$ cat config.mk
export PLATFORM = sky130hd
export DESIGN_NAME = sample_logger
export DESIGN_NICKNAME = d
export VERILOG_FILES = /design/src/rtl/slog_pkg.sv /design/src/rtl/slog_timebase.sv /design/src/rtl/slog_seq.sv /design/src/rtl/slog_fifo.sv /design/src/rtl/sample_logger.sv
export SDC_FILE = /design/constraint.sdc
export NUM_CORES = 1
export LEC_CHECK = 0
export BUFFER_PORTS_ARGS = -buffer_cell sky130_fd_sc_hd__clkbuf_2
export CAP_MARGIN = 20
export CORE_ASPECT_RATIO = 1.75
export CORE_MARGIN = 1
export CORE_UTILIZATION = 45
export DETAILED_ROUTE_END_ITERATION = 8
export GPL_TIMING_DRIVEN = 0
export SLEW_MARGIN = 20
export SYNTH_ARGS = -nofsm -noshare
export SYNTH_HDL_FRONTEND = slang
export SYNTH_SLANG_ARGS = --single-unit
$ cat constraint.sdc
create_clock -name clk -period 4.9 [get_ports clk]
set_input_delay 0.245 -clock clk [delete_from_list [all_inputs] [get_ports clk]]
set_output_delay 0.245 -clock clk [all_outputs]
set_load 0.02 [all_outputs]
$ cat src/rtl/slog_pkg.sv
package slog_pkg;

    typedef enum logic [1:0] {
        UNIT_TICK  = 2'd0,
        UNIT_US    = 2'd1,
        UNIT_MS    = 2'd2,
        UNIT_TICK2 = 2'd3
    } unit_e;

    localparam int US_PER_MS = 1000;

endpackage

$ cat src/rtl/slog_timebase.sv
module slog_timebase #(
    parameter int CLK_PER_US = 100,
    parameter int PER_W      = 16
) (
    input  logic             clk,
    input  logic             rst_n,
    input  logic             en,
    input  logic [1:0]       unit_sel,
    input  logic [PER_W-1:0] period,
    output logic             frame
);
    localparam int MS_DIV = CLK_PER_US * slog_pkg::US_PER_MS;
    localparam int PW     = $clog2(MS_DIV + 1);

    typedef struct packed {
        logic [PW-1:0]    pre;
        logic [PER_W-1:0] cnt;
        logic             frame;
    } tmr_t;

    tmr_t q, d;
    logic [PW-1:0]    lim_m1;
    logic [PER_W-1:0] last;
    logic             unit_pulse;

    always_comb begin
        case (unit_sel)
            slog_pkg::UNIT_US: lim_m1 = PW'(CLK_PER_US - 1);
            slog_pkg::UNIT_MS: lim_m1 = PW'(MS_DIV - 1);
            default:           lim_m1 = '0;
        endcase
        last       = (period == '0) ? '0 : period - 1'b1;
        unit_pulse = (q.pre == lim_m1);
        d          = q;
        d.frame    = 1'b0;
        if (!en) begin
            d = '0;
        end else begin
            d.pre = unit_pulse ? '0 : q.pre + 1'b1;
            if (unit_pulse) begin
                if (q.cnt >= last) begin
                    d.cnt   = '0;
                    d.frame = 1'b1;
                end else begin
                    d.cnt = q.cnt + 1'b1;
                end
            end
        end
    end

    always_ff @(posedge clk) begin
        if (!rst_n) q <= '0;
        else        q <= d;
    end

    assign frame = q.frame;
endmodule

$ cat src/rtl/slog_seq.sv
module slog_seq #(
    parameter int NCH = 4,
    parameter int DW  = 16
) (
    input  logic              clk,
    input  logic              rst_n,
    input  logic              run,
    input  logic              frame,
    input  logic              full,
    input  logic              clr,
    input  logic [NCH*DW-1:0] smp,
    output logic              wr_en,
    output logic [DW-1:0]     wr_data,
    output logic              fault
);
    localparam int IW = (NCH > 1) ? $clog2(NCH) : 1;

    typedef struct packed {
        logic                   busy;
        logic [IW-1:0]          idx;
        logic [NCH-1:0][DW-1:0] shadow;
        logic                   fault;
    } seq_t;

    seq_t q, d;

    always_comb begin
        d       = q;
        wr_en   = 1'b0;
        wr_data = q.shadow[q.idx];
        if (q.busy && run && !q.fault) begin
            wr_en = 1'b1;
            if (full) begin
                d.fault = 1'b1;
                d.busy  = 1'b0;
            end else if (q.idx == IW'(NCH - 1)) begin
                d.busy = 1'b0;
            end else begin
                d.idx = q.idx + 1'b1;
            end
        end
        if (frame && run && !q.fault && !d.fault) begin
            d.busy   = 1'b1;
            d.idx    = '0;
            d.shadow = smp;
        end
        if (!run) begin
            d.busy = 1'b0;
            if (clr) d.fault = 1'b0;
        end
    end

    always_ff @(posedge clk) begin
        if (!rst_n) q <= '0;
        else        q <= d;
    end

    assign fault = q.fault;
endmodule

$ cat src/rtl/slog_fifo.sv
module slog_fifo #(
    parameter int DW    = 16,
    parameter int DEPTH = 64
) (
    input  logic          clk,
    input  logic          rst_n,
    input  logic          wr_en,
    input  logic [DW-1:0] wr_data,
    output logic          full,
    output logic [DW-1:0] rd_data,
    output logic          rd_valid,
    input  logic          rd_ready
);
    localparam int AW = $clog2(DEPTH);
    localparam int CW = $clog2(DEPTH + 1);

    typedef struct packed {
        logic [AW-1:0] wp;
        logic [AW-1:0] rp;
        logic [CW-1:0] cnt;
    } ptr_t;

    ptr_t q, d;
    logic [DW-1:0] mem [DEPTH];
    logic push, pop;

    always_comb begin
        full     = (q.cnt == CW'(DEPTH));
        rd_valid = (q.cnt != '0);
        push     = wr_en && !full;
        pop      = rd_valid && rd_ready;
        d        = q;
        if (push) d.wp = (q.wp == AW'(DEPTH - 1)) ? '0 : q.wp + 1'b1;
        if (pop)  d.rp = (q.rp == AW'(DEPTH - 1)) ? '0 : q.rp + 1'b1;
        case ({push, pop})
            2'b10:   d.cnt = q.cnt + 1'b1;
            2'b01:   d.cnt = q.cnt - 1'b1;
            default: d.cnt = q.cnt;
        endcase
    end

    always_ff @(posedge clk) begin
        if (!rst_n) q <= '0;
        else        q <= d;
    end

    always_ff @(posedge clk) begin
        if (push) mem[q.wp] <= wr_data;
    end

    assign rd_data = mem[q.rp];
endmodule

$ cat src/rtl/sample_logger.sv
module sample_logger #(
    parameter int NCH        = 4,
    parameter int DW         = 16,
    parameter int DEPTH      = 64,
    parameter int CLK_PER_US = 100,
    parameter int PER_W      = 16
) (
    input  logic              clk,
    input  logic              rst_n,
    input  logic              run,
    input  logic [1:0]        unit_sel,
    input  logic [PER_W-1:0]  period,
    input  logic              fault_clr,
    input  logic [NCH*DW-1:0] smp_data,
    output logic              frame_start,
    output logic              fault,
    output logic [DW-1:0]     rd_data,
    output logic              rd_valid,
    input  logic              rd_ready
);
    logic          tmr_en;
    logic          wr_en;
    logic [DW-1:0] wr_data;
    logic          fifo_full;

    assign tmr_en = run && !fault;

    slog_timebase #(.CLK_PER_US(CLK_PER_US), .PER_W(PER_W)) u_tmr (
        .clk(clk), .rst_n(rst_n), .en(tmr_en), .unit_sel(unit_sel),
        .period(period), .frame(frame_start)
    );

    slog_seq #(.NCH(NCH), .DW(DW)) u_seq (
        .clk(clk), .rst_n(rst_n), .run(run), .frame(frame_start),
        .full(fifo_full), .clr(fault_clr), .smp(smp_data),
        .wr_en(wr_en), .wr_data(wr_data), .fault(fault)
    );

    slog_fifo #(.DW(DW), .DEPTH(DEPTH)) u_fifo (
        .clk(clk), .rst_n(rst_n), .wr_en(wr_en), .wr_data(wr_data),
        .full(fifo_full), .rd_data(rd_data), .rd_valid(rd_valid),
        .rd_ready(rd_ready)
    );
endmodule

=== Yosys cells after proc, flatten, opt, wreduce, memory -nomap -nowiden ===
Memories as Yosys holds them, arrays and structs flattened. A register that Yosys moved wholly into a read port is not among the register bits.
Index checks and enable logic that the tools add are counted.

* Register bits after elaboration: 121
* Bits in writable memories: 1024
* Input bits: 87
* Output and inout bits: 19
* Word-level logic and storage cells: 84
* Memories kept: 1

* Add/subtract/negate cells: 8
* Magnitude comparators: 2
* Equality and inequality tests: 9
* Muxes and demuxes: 24
* Bitwise operators: 4
* Reduce and logical (&&, ||, !) cells: 23

{| class="wikitable"
|+ Memories
! name !! depth !! bits a word !! read ports !! clocked after Yosys merged registers in !! write ports !! RTL line !! source
|-
| u_fifo.mem || 64 || 16 || 1 || 1 || 1 || slog_fifo.sv:24 || <nowiki>logic [DW-1:0] mem [DEPTH];</nowiki>
|}

{| class="wikitable"
|+ Operators by type and width
! cell !! number
|-
| $mux W67 || 1
|-
| $mux W16 || 3
|-
| $pmux W17 S2 || 1
|-
| $bmux W16 S2 || 1
|-
| $mux W6 || 4
|-
| $add A17 B1 Y17 const B || 1
|-
| $eq A17 B17 Y1 || 1
|-
| $add A16 B1 Y16 const B || 1
|-
| $ge A16 B16 Y1 || 1
|-
| $logic_not A16 Y1 || 1
|-
| $sub A16 B1 Y16 const B || 1
|-
| $pmux W7 S2 || 1
|-
| $add A6 B1 Y6 const B || 2
|-
| $eq A6 B6 Y1 const B || 2
|-
| $mux W1 || 10
|-
| $logic_and A1 B1 Y1 || 8
|-
| $add A7 B1 Y7 const B || 1
|-
| $eq A7 B7 Y1 const B || 1
|-
| $reduce_bool A7 Y1 || 1
|-
| $sub A7 B1 Y7 const B || 1
|-
| $eq A2 B2 Y1 const B || 3
|-
| $reduce_and A2 Y1 || 3
|-
| $reduce_and A3 Y1 || 2
|-
| $eq A2 B1 Y1 const B || 2
|-
| 10 further kinds || 17
|}

=== Longest topological paths before layout ===
Gate-level depths: netlist of run 1.

* Word-level depth: 7
* Depth in mapped cells: 13
* Depth with buffers taken out: 12

=== Modules after synthesis ===
From an unflattened synthesis of run 1, not the netlist that was laid out.

* Cell total of the unflattened synthesis: 2484
* Area total of the unflattened synthesis: 46074.2 µm²

{| class="wikitable"
|+ Modules (own cells, without submodules)
! module !! times used !! cells an instance !! area each (µm²)
|-
| slog_fifo || 1 || 1846 || 40445.0
|-
| slog_seq || 1 || 338 || 3221.8
|-
| slog_timebase || 1 || 299 || 2393.5
|-
| sample_logger || 1 || 1 || 13.8
|}

=== Worst setup path after synthesis of run 1 ===
OpenSTA, ideal clock, no wires.

* Kind: input port to flip-flop
* Start point: input port period[9]
* End point: register u_tmr.q[13] in the netlist's numbering
* Setup time: 142 ps
* Arrival time: 3198 ps
* Required time: 4758 ps
* Setup slack: 1561 ps
* Stages: 12
* Cell sequence: or4_1 -> nor4bb_1 -> nand2_1 -> xnor2_1 -> nand2_1 -> ha_1 -> nand2_1 -> nor4_1 -> nand4_1 -> o211ai_1 -> clkbuf_1 -> a221oi_1

* Cells in the longest elaborated chain, start to end: 4

{| class="wikitable"
|+ RTL lines
! what !! RTL line !! source
|-
| start, declared || sample_logger.sv:12 || <nowiki>input logic [PER_W-1:0] period,</nowiki>
|-
| $sub A16 B1 Y16 / $logic_not A16 Y1 (equally long branches) || slog_timebase.sv:32 || <nowiki>last = (period == '0) ? '0 : period - 1'b1;</nowiki>
|-
| $mux W16 (*) || slog_timebase.sv:32 ||
|-
| $ge A16 B16 Y1 (*) || slog_timebase.sv:41 || <nowiki>if (q.cnt >= last) begin</nowiki>
|-
| $mux W16 (*) || slog_timebase.sv:41 ||
|-
| end signal, assigned || slog_timebase.sv:52 || <nowiki>if (!rst_n) q <= '0;</nowiki>
|-
| end signal, assigned || slog_timebase.sv:53 || <nowiki>else q <= d;</nowiki>
|-
| end, declared || slog_timebase.sv:21 || <nowiki>tmr_t q, d;</nowiki>
|}

Every way passes the cells marked *; elsewhere a longest branch is shown, timed or not.
A chain may end at the register's enable or synchronous reset.

==> results.json, run 1 <==
{
  "htree_levels": 3,
  "drt_first_pass_iters": 8,
  "rsz0062_at_grt": "no",
  "crit_arrival_ns": 4.61,
  "crit_type": "reg2out",
  "multiInputGateArea_um2": 12100,
  "drtIter0Drc": 2180,
  "async_flop_share": 0,
  "start_kind": "register",
  "grt-ovfl-total": 0,
  "ys.flop_type": "edfxtp_1",
  "max_slew_margin": 0.317,
  "synth_seq_area_share": 0.728,
  "drc": 0,
  "core_um2": 101000,
  "slew_violations": 0,
  "clockBufferDepth": 3,
  "hold_path_class": "in2reg",
  "avgRoutedWirePerCell_um": 30.2,
  "first_global_vias": 26600,
  "finish.utilization": 0.525,
  "synth_edf_count": 1024,
  "synth_cell_types": 58,
  "synth_nets": 2623,
  "vias_per_cell": 5.90,
  "top_usage_layer": "met2",
  "die_w_um": 243,
  "fill_cells": 8016,
  "setup_tns_ns": 0,
  "drt-total-wl_um": 128000,
  "die_y_um": 424,
  "ys_ff_latch": 1151,
  "ir_drop_v": 0.000274,
  "cts_tree": "done",
  "finalNetCount": 2930,
  "initial_core_util": 0.455,
  "critPathMaxFanout": 10,
  "globalplace.congestion": 0.900,
  "max_freq_mhz": 206,
  "avgSynthCellArea_um2": 18.3,
  "synth.cell_area_um2": 45700,
  "period_share": 0.991,
  "synthTopCellsByArea": "edfxtp_1 (67%), mux4_2 (13%), dfxtp_1 (5.6%)",
  "track_usage": 0.252,
  "num_vias": 24900,
  "r2r-start": "u_fifo.q[2]$_SDFFE_PN0P_",
  "dieArea_um2": 103000,
  "dp_hpwl_um": 88700,
  "cts_root_buf": "clkbuf_16",
  "cts_buffers": 99,
  "setup_violations": 0,
  "post-route-min-period_ns": 4.86,
  "cap_violations": 0,
  "drive_gt1_frac": 0.242,
  "timing_hold_violations_final": 0,
  "worstMarginPinSlew_ns": 1.01,
  "grt_use_met3": 0.0343,
  "required_ns": 4.66,
  "ioPinCount": 106,
  "seq_area_um2": 33300,
  "clk_pin_slew_ns": 0.06,
  "synth_top_area_share": 0.673,
  "rows": 154,
  "yosysWarnings": 0,
  "grt_pass1_wl_um": 183000,
  "drtAntennaViolNets": 0,
  "use_met2": 0.474,
  "clock_latency_ns": 0.71,
  "clock-sinks": 1151,
  "synth_cells": 2504,
  "stdcell_area_um2": 52900,
  "hold_start": "rd_ready",
  "antenna_found_initial": 6,
  "p_leak_nw": 18.7,
  "dpl_cell_area_um2": 48700,
  "yosysTopAreaCell": "edfxtp_1",
  "skew_ns": 0.0346,
  "syn_to_final_growth_pct": 15.6,
  "post-cts-setup-buffers": 0,
  "endpoint_kind": "output pin",
  "port_buffers": 104,
  "power.density_nw_per_um2": 356,
  "grt_start_max_net_pins": 65,
  "grt_use_met1": 0.260,
  "status": "finished clean"
}
-- path summary, 6_finish.rpt --
check	cells after the start	endpoint	slack, ns
worst min-delay path	5	register	0.14
worst min register to register	2	u_seq.q[64]$_SDFFE_PN0P_	0.47
worst max-delay path	9	rd_data[8]	0.04
worst max register to register	12	u_fifo.q[6]$_SDFFE_PN0P_	1.30
-- cells by family (layout without fill, tap and decap cells) --
family | count (synthesis) | in the layout | synth area share
DFF | 1151 | 1151 | 0.728
and+or+nand+nor | 518 | 518 | 0.0530
muxes | 325 | 325 | 0.144
AOI/OAI and AO/OA | 278 | 278 | 0.0430
buffers and inverters | 154 | 543 | 0.0135
xor gates and xnor gates | 46 | 46 | 0.00881
adders and majority gates | 32 | 32 | 0.00892
other | 0 | 6 | 0
-- what timing repair did --
item | in CTS | in global routing
endpoints found under the hold margin | 66 | 0
setup endpoints to repair | 16 | 7
resized for setup | 51 | 7
pin swaps | 0 | 0
hold buffers | 66 | 0
-- cells in the final DEF (no fill, tap or decap), types with 16 or more instances in the layout --
master / synthesis / final
a211oi_1: 20 / 20
a21boi_0: 65 / 65
a21oi_1: 27 / 25
a22oi_1: 29 / 29
buf_2: 30 / 29
buf_6: 0 / 29
clkbuf_1: 77 / 71
clkbuf_16: 0 / 104
clkbuf_2: 1 / 120
clkinv_1: 0 / 21
clkinv_2: 0 / 20
dfxtp_1: 127 / 127
dlygate4sd3_1: 0 / 66
edfxtp_1: 1024 / 1024
ha_1: 31 / 31
inv_1: 14 / 17
mux2i_1: 49 / 49
mux4_2: 267 / 251
mux4_4: 0 / 16
nand2_1: 204 / 204
nand3_1: 32 / 32
nor2_1: 124 / 60
nor2_2: 0 / 39
nor2_4: 0 / 25
nor2b_1: 34 / 34
nor3_1: 16 / 16
o21ai_0: 39 / 35
xnor2_1: 26 / 26
xor2_1: 20 / 20
-- synth_stat cells (16+ instances only) --
cell type / n
xor2_1: 20
clkbuf_1: 77
nor3_1: 16
o21ai_0: 39
mux2i_1: 49
dfxtp_1: 127
nor2b_1: 34
nor2_1: 124
a22oi_1: 29
xnor2_1: 26
ha_1: 31
mux4_2: 267
buf_1: 32
a21boi_0: 65
nand2_1: 204
nand3_1: 32
buf_2: 30
edfxtp_1: 1024
a21oi_1: 27
a211oi_1: 20
-- layer usage --
| metal | up-vias | wire length [µm] |
|---|---|---|
| met2 | 924 | 70400 |
| met1 | 13000 | 42400 |
| li1 | 10700 | - |
| met3 | 288 | 6230 |
| met4 | 0 | 8730 |
| met5 | - | 0 |
-- sequential cells by signal (all words and copies together), names as in the netlist, named ones only --
signal,count
u_fifo.mem,1024
u_seq.q,67
u_tmr.q,33
u_fifo.q,19
u_seq.fault,1
u_tmr.frame,1
-- report_power, final --
| part | internal (W) | switching [W] |
|---|---|---|
| clock | 0.00462 | 0.00353 |
| combinational | 0.0000887 | 0.0000861 |
| sequential | 0.0105 | 0.00000200 |
-- through the flow --
step	total power (W)	worst slack (ns)	hold WS [ns]	std cells
2_1_floorplan	0.0108	1.56	0.361	2504
3_3_place_gp	0.0109	-0.141	0.452	3934
3_5_place_dp	0.0109	-0.138	0.458	3974
4_1_cts	0.0189	0.00978	0.0828	4220
5_1_grt	0.0193	0.00139	0.155	4225
6_report	0.0188	0.0448	0.145	4225
-- critical path: stages (launching register included) --
cell and delay (ns):
dfxtp_1 0.66, buf_2 0.54, buf_2 0.53, buf_2 0.42, nor2_1 0.09, nand2_1 0.22
o21ai_0 0.35, a31oi_1 0.65, a221o_1 0.24, clkbuf_2 0.19
-- final cells by class --
cell class | count | area share
Antenna cell | 6 | 0.000284
Sequential cell | 1151 | 0.630
Inverter | 14 | 0.000994
Timing Repair Buffer | 211 | 0.0320
Clock inverter | 63 | 0.0125
Multi-Input combinational cell | 1199 | 0.230
Buffer | 135 | 0.0127
Clock buffer | 120 | 0.0506
Tap cell | 1326 | 0.0314
Note: power is estimated with default switching activity, not from simulation.
==> run 2: changes to the inputs <==
- BUFFER_PORTS_ARGS: -buffer_cell sky130_fd_sc_hd__clkbuf_2 -> -buffer_cell sky130_fd_sc_hd__buf_2
==> results.json, run 2 (synthesis gave the netlist of run 1 again) <==
{
  "status": "finished clean",
  "top_usage_layer": "met2",
  "combPwrFrac": 0.009,
  "clock-sinks": 1151,
  "seq_power_share": 0.576,
  "clk_pin_slew_ns": 0.07,
  "grt_use_met1": 0.262,
  "ir_drop_v": 0.000282,
  "core_um2": 101000,
  "largest_register": "u_fifo.mem",
  "worstMarginPinSlew_ns": 1.25,
  "finalNetCount": 2930,
  "use_met2": 0.467,
  "max_freq_mhz": 205,
  "die_y_um": 424,
  "dpl_cell_area_um2": 48700,
  "avgRoutedWirePerCell_um": 30.1,
  "vias_per_cell": 5.88,
  "drtIter0Drc": 2149,
  "period_share": 0.996,
  "num_vias": 24800,
  "grt_start_max_net_pins": 65,
  "setup_violations": 0,
  "cts_root_buf": "clkbuf_16",
  "antenna_found_initial": 9,
  "crit_arrival_ns": 4.64,
  "final_cell_mix": "edfxtp_1 (1024), mux4_2 (251), nand2_1 (204)",
  "dp_hpwl_um": 87800,
  "largest_reg_flops": 1024,
  "p_switching_w": 0.00361,
  "grt_pass1_wl_um": 182000,
  "setup_tns_ns": 0,
  "rrSetupSlack_ns": 1.24,
  "power_frac_clock": 0.414,
  "drtAntennaViolNets": 0,
  "drc": 0,
  "globalplace.congestion": 0.891,
  "cap_violations": 0,
  "finalNonFillerCells": 4228,
  "post-route-min-period_ns": 4.88,
  "cts_buffers": 98,
  "die_w_um": 243,
  "power.density_nw_per_um2": 347,
  "first_global_vias": 26300,
  "dieArea_um2": 103000,
  "post-cts-setup-buffers": 0,
  "place_inst": 3974,
  "drt_first_pass_iters": 7,
  "htree_levels": 3,
  "reg_top3": "u_fifo.mem: 1024 flops, u_seq.q: 67 flops, u_tmr.q: 33 flops",
  "final_common_cell": "edfxtp_1",
  "port_buffers": 104,
  "required_ns": 4.66,
  "pre_cts_ws_ns": -0.102,
  "internal-power_w": 0.0146,
  "critPathMaxFanout": 10,
  "skew_ns": 0.0256,
  "crit_type": "reg2out",
  "rows": 154,
  "switching_share": 0.198,
  "initial_core_util": 0.455,
  "grt_use_met3": 0.0345,
  "rsz0062_at_grt": "no",
  "p_leak_nw": 18.5,
  "r2r_cells": 6,
  "hold_path_class": "in2reg",
  "track_usage": 0.251,
  "cts_tree": "done",
  "start_kind": "register",
  "drive_gt1_frac": 0.238,
  "stdcell_area_um2": 52500,
  "finalWorstSetupSlack_ns": 0.0187,
  "r2r_end": "u_fifo.mem[9][9]$_DFFE_PP_",
  "syn_to_final_growth_pct": 14.9,
  "max_slew_margin": 0.170,
  "slew_violations": 0,
  "hold_ws_ns": 0.0976,
  "drt-total-wl_um": 127000,
  "cp-endpoint": "rd_data[12]",
  "grt-ovfl-total": 0,
  "ioPinCount": 106,
  "timing_hold_violations_final": 0,
  "r2r-start": "u_fifo.q[0]$_SDFFE_PN0P_",
  "clockBufferDepth": 3,
  "clock_latency_ns": 0.70,
  "endpoint_kind": "output pin"
}
[run 2: changes by cell type in the layout (fill, tap and decap cells not counted), sizes merged]
cell           before  now
clkinv             42   43
clkbuf            298  207
clkdlybuf4s15       9    7
bufinv             14    4
inv                20   16
buf                93  196
clkinvlp            1    4
diode               6    9
[run 2: repair_timing]
| item | in CTS | in global routing |
|---|---|---|
| endpoints found under the hold margin | 66 | 0 |
| hold buffers | 66 | 0 |
| cloned | 0 | 0 |
| endpoints found under the setup margin | 16 | 6 |
| resized for setup | 44 | 10 |
[run 2: worst min-delay path by stage]
stage | depth (start not counted) | from | slack, ns | end
after floorplan | 2 | run | 0.36 | u_seq.q[67]$_SDFFE_PN0P_
after global placement | 2 | u_seq.q[3]$_SDFFE_PN0P_ | 0.45 | u_seq.q[3]$_SDFFE_PN0P_
after detailed placement | 2 | u_seq.q[25]$_SDFFE_PN0P_ | 0.46 | u_seq.q[25]$_SDFFE_PN0P_
after CTS | 5 | rd_ready | 0.05 | register
after global routing | 5 | rd_ready | 0.13 | register
final | 5 | rd_ready | 0.1 | register
[run 2: power groups by stage]
stage / combinational (W) / sequential [W] / clock, W
4_1_cts: 0.000170 / 0.0105 / 0.00765
5_1_grt: 0.000187 / 0.0105 / 0.00801
3_3_place_gp: 0.000128 / 0.0107 / 0
3_5_place_dp: 0.000130 / 0.0107 / 0
2_1_floorplan: 0.0000592 / 0.0107 / 0
6_report: 0.000173 / 0.0105 / 0.00756
[run 2: metrics by stage]
step,util,power [W]
after floorplan,-,0.0108
after global placement,0.476,0.0109
after detailed placement,0.484,0.0109
after CTS,0.522,0.0183
after global routing,0.522,0.0187
final,0.522,0.0182
[run 2: critical path, cell delays in order (launching register included)]
cell,delay [ns]
dfxtp_1,0.46
clkbuf_1,0.49
buf_1,0.56
clkbuf_1,0.98
mux2i_1,0.24
o21ai_0,0.32
o21ai_0,0.28
nor3_1,0.37
buf_2,0.24
[run 2: final cells by class]
type                            instances  area [µm²]
Fill cell                            8122       48000
Tap cell                             1326        1660
Clock inverter                         53         395
Buffer                                136         662
Clock buffer                          129        2650
Sequential cell                      1151       33300
Timing Repair Buffer                  211        1670
Multi-Input combinational cell       1199       12100
Antenna cell                            9        22.5
Inverter                               14        52.6
[run 2: metal layers]
layer	wire [µm]	part of all wire
met2	69100	0.54
met4	8940	0.070
met3	6490	0.051
met5	0	0
met1	42900	0.34
==> run 3: changes to the inputs <==
- ABC_AREA: default -> 1
==> results.json, run 3 <==
{
  "r2r_cells": 14,
  "synth_cell_types": 44,
  "worstMarginPinSlew_ns": 1.13,
  "whs_endpoint": "u_tmr.frame$_SDFF_PN0_",
  "drt_first_pass_iters": 6,
  "critPathMaxFanout": 10,
  "syn_to_final_growth_pct": 17.9,
  "synth_top_area_share": 0.631,
  "dpl_cell_area_um2": 53500,
  "finalNonFillerCells": 6374,
  "yosysWarnings": 0,
  "max_slew_margin": 0.248,
  "port_buffers": 105,
  "skew_ns": 0.0185,
  "timing_hold_violations_final": 0,
  "status": "finished clean",
  "max_freq_mhz": 224,
  "stdcell_area_um2": 57500,
  "post-cts-setup-buffers": 0,
  "dp_hpwl_um": 120000,
  "p_leak_nw": 22.2,
  "globalplace.congestion": 1.07,
  "synth_cells": 4544,
  "rsz0062_at_grt": "no",
  "reg_top3": "u_fifo.mem: 1024 flops, u_seq.q: 67 flops, u_tmr.q: 33 flops",
  "htree_levels": 3,
  "crit_arrival_ns": 4.22,
  "cts_root_buf": "clkbuf_16",
  "ys_ff_latch": 1151,
  "num_vias": 36000,
  "r2r_end": "u_fifo.q[6]$_SDFFE_PN0P_",
  "yosysTopAreaCell": "edfxtp_1",
  "synth.cell_area_um2": 48800,
  "async_flop_share": 0,
  "synthTopCellsByArea": "edfxtp_1 (63%), nand2_1 (12%), nand3_1 (10%)",
  "initial_core_util": 0.454,
  "grt-ovfl-total": 0,
  "drtIter0Drc": 3162,
  "finalNetCount": 5038,
  "yosysMostFrequentCell": "nand2_1",
  "ys.flop_type": "edfxtp_1",
  "finish.utilization": 0.535,
  "antenna_found_initial": 3,
  "clock-sinks": 1151,
  "slew_violations": 0,
  "holdBufCountCts": 71,
  "die_y_um": 437,
  "required_ns": 4.66,
  "ioPinCount": 106,
  "power.density_nw_per_um2": 422,
  "grt_start_max_net_pins": 27,
  "grt_pass1_wl_um": 232000,
  "clockBufferDepth": 3,
  "cp_cell_sequence": "buf_2 -> buf_2 -> clkbuf_1 -> nand3_1 -> nand3_1 -> nand2_1 -> nand2_1 -> nand3_1 -> nand3_1 -> nand2_1 -> buf_2",
  "post-route-min-period_ns": 4.47,
  "synth_nets": 4663,
  "crit_type": "reg2out",
  "hold_depth": 7,
  "clock_latency_ns": 0.73,
  "hold_start": "unit_sel[1]",
  "endpoint_kind": "output pin",
  "dieArea_um2": 110000,
  "clk_pin_slew_ns": 0.06,
  "vias_per_cell": 5.65,
  "setup_tns_ns": 0,
  "cp_slowest_cell": "clkbuf_1",
  "largest_reg_flops": 1024,
  "start_kind": "register",
  "cts_tree": "done",
  "hold_path_class": "in2reg",
  "core_um2": 107000,
  "rows": 159,
  "crit_path_max_incr_delay_ns": 0.81,
  "r2r-start": "u_fifo.q[1]$_SDFFE_PN0P_",
  "die_w_um": 251,
  "avgSynthCellArea_um2": 10.7,
  "drt-total-wl_um": 162000,
  "rrSetupSlack_ns": 1.89,
  "synthTopCellsByCount": "nand2_1 (1520), edfxtp_1 (1024), nand3_1 (975)",
  "final_cell_mix": "nand2_1 (1520), edfxtp_1 (1024), nand3_1 (975)",
  "drive_gt1_frac": 0.136,
  "first_global_vias": 35300,
  "final_common_cell": "nand2_1",
  "drc": 0,
  "hold_ws_ns": 0.329,
  "period_share": 0.912,
  "path_common_cell": "nand3_1",
  "avgRoutedWirePerCell_um": 25.5,
  "cts_buffers": 98,
  "setup_violations": 0,
  "cts_resized": 0,
  "drtAntennaViolNets": 0,
  "synth_edf_count": 1024,
  "ir_drop_v": 0.000358,
  "largest_register": "u_fifo.mem",
  "track_usage": 0.296,
  "cap_violations": 0,
  "place_inst": 6116,
  "synth_seq_area_share": 0.683
}
[run 3: cell types whose count changed after synthesis, moves of 53 or more]
cell | before | now
a21oi_1 | 27 | 88
buf_2 | 30 | 105
mux4_2 | 267 | 0
nor2_1 | 124 | 181
inv_1 | 14 | 97
a21boi_0 | 65 | 0
nand3_1 | 32 | 975
nand2_1 | 204 | 1520
buf_4 | 0 | 53
[run 3: power by group]
part / total, W / internal, W / switching (W)
combinational: 0.00557 / 0.00147 / 0.00411
clock: 0.00813 / 0.00449 / 0.00365
sequential: 0.0106 / 0.0105 / 0.0000299
[run 3: critical path: cells and delay by family, from the launching register on]
family,cells,cell delay [ns]
buf+inv,4,1.72
simple gates,7,1.45
flops,1,0.30
[run 3: worst max path at each step]
stage                                  end  cells after the start                      from
6_report                        rd_data[2]                     11                  register
5_1_grt                         rd_data[7]                     10                  register
4_1_cts                         rd_data[5]                     11                  register
3_5_place_dp                    rd_data[5]                     11                  register
3_3_place_gp   u_fifo.mem[22][5]$_DFFE_PP_                      4  u_seq.q[66]$_SDFFE_PP0P_
2_1_floorplan  u_fifo.mem[0][11]$_DFFE_PP_                      4  u_seq.q[65]$_SDFFE_PP0P_
[run 3: final cells by class]
| cell class | count | area [µm²] |
|---|---|---|
| fill | 9337 | 49900 |
| sequential | 1151 | 33300 |
| multi-input combinational | 3013 | 14100 |
| timing repair buffer | 275 | 3290 |
| clock buffer | 128 | 2700 |
| tap | 1368 | 1710 |
| buffer | 269 | 1390 |
| clock inverter | 58 | 598 |
| inverter | 111 | 417 |
| antenna | 1 | 2.50 |
[run 3: kinds of logic (layout without fill, tap and decap cells)]
kind of cell	after synthesis	count (layout)	share of synthesized area
buffers and inverters	380	841	0.0371
other	0	1	0
DFF	1151	1151	0.683
and+or+nand+nor	2773	2773	0.246
xor gates and xnor gates	26	26	0.00467
adders and majority gates	32	32	0.00837
AOI/OAI and AO/OA	182	182	0.0206
[run 3: metal layers]
| layer | share of wire | global-route usage | wire length, µm |
|---|---|---|---|
| met1 | 0.34 | 0.317 | 54900 |
| met2 | 0.52 | 0.532 | 84200 |
| met3 | 0.065 | 0.0423 | 10600 |
| met4 | 0.077 | 0.208 | 12600 |
| met5 | 0 | 0 | 0 |
[run 3: stage by stage]
stage / power (W) / setup WS (ns)
after detailed placement: 0.0162 / 1.45
final: 0.0243 / 0.431
after global placement: 0.0161 / -2.76
after CTS: 0.0242 / 0.678
after global routing: 0.0250 / 0.423
after floorplan: 0.0139 / 1.76
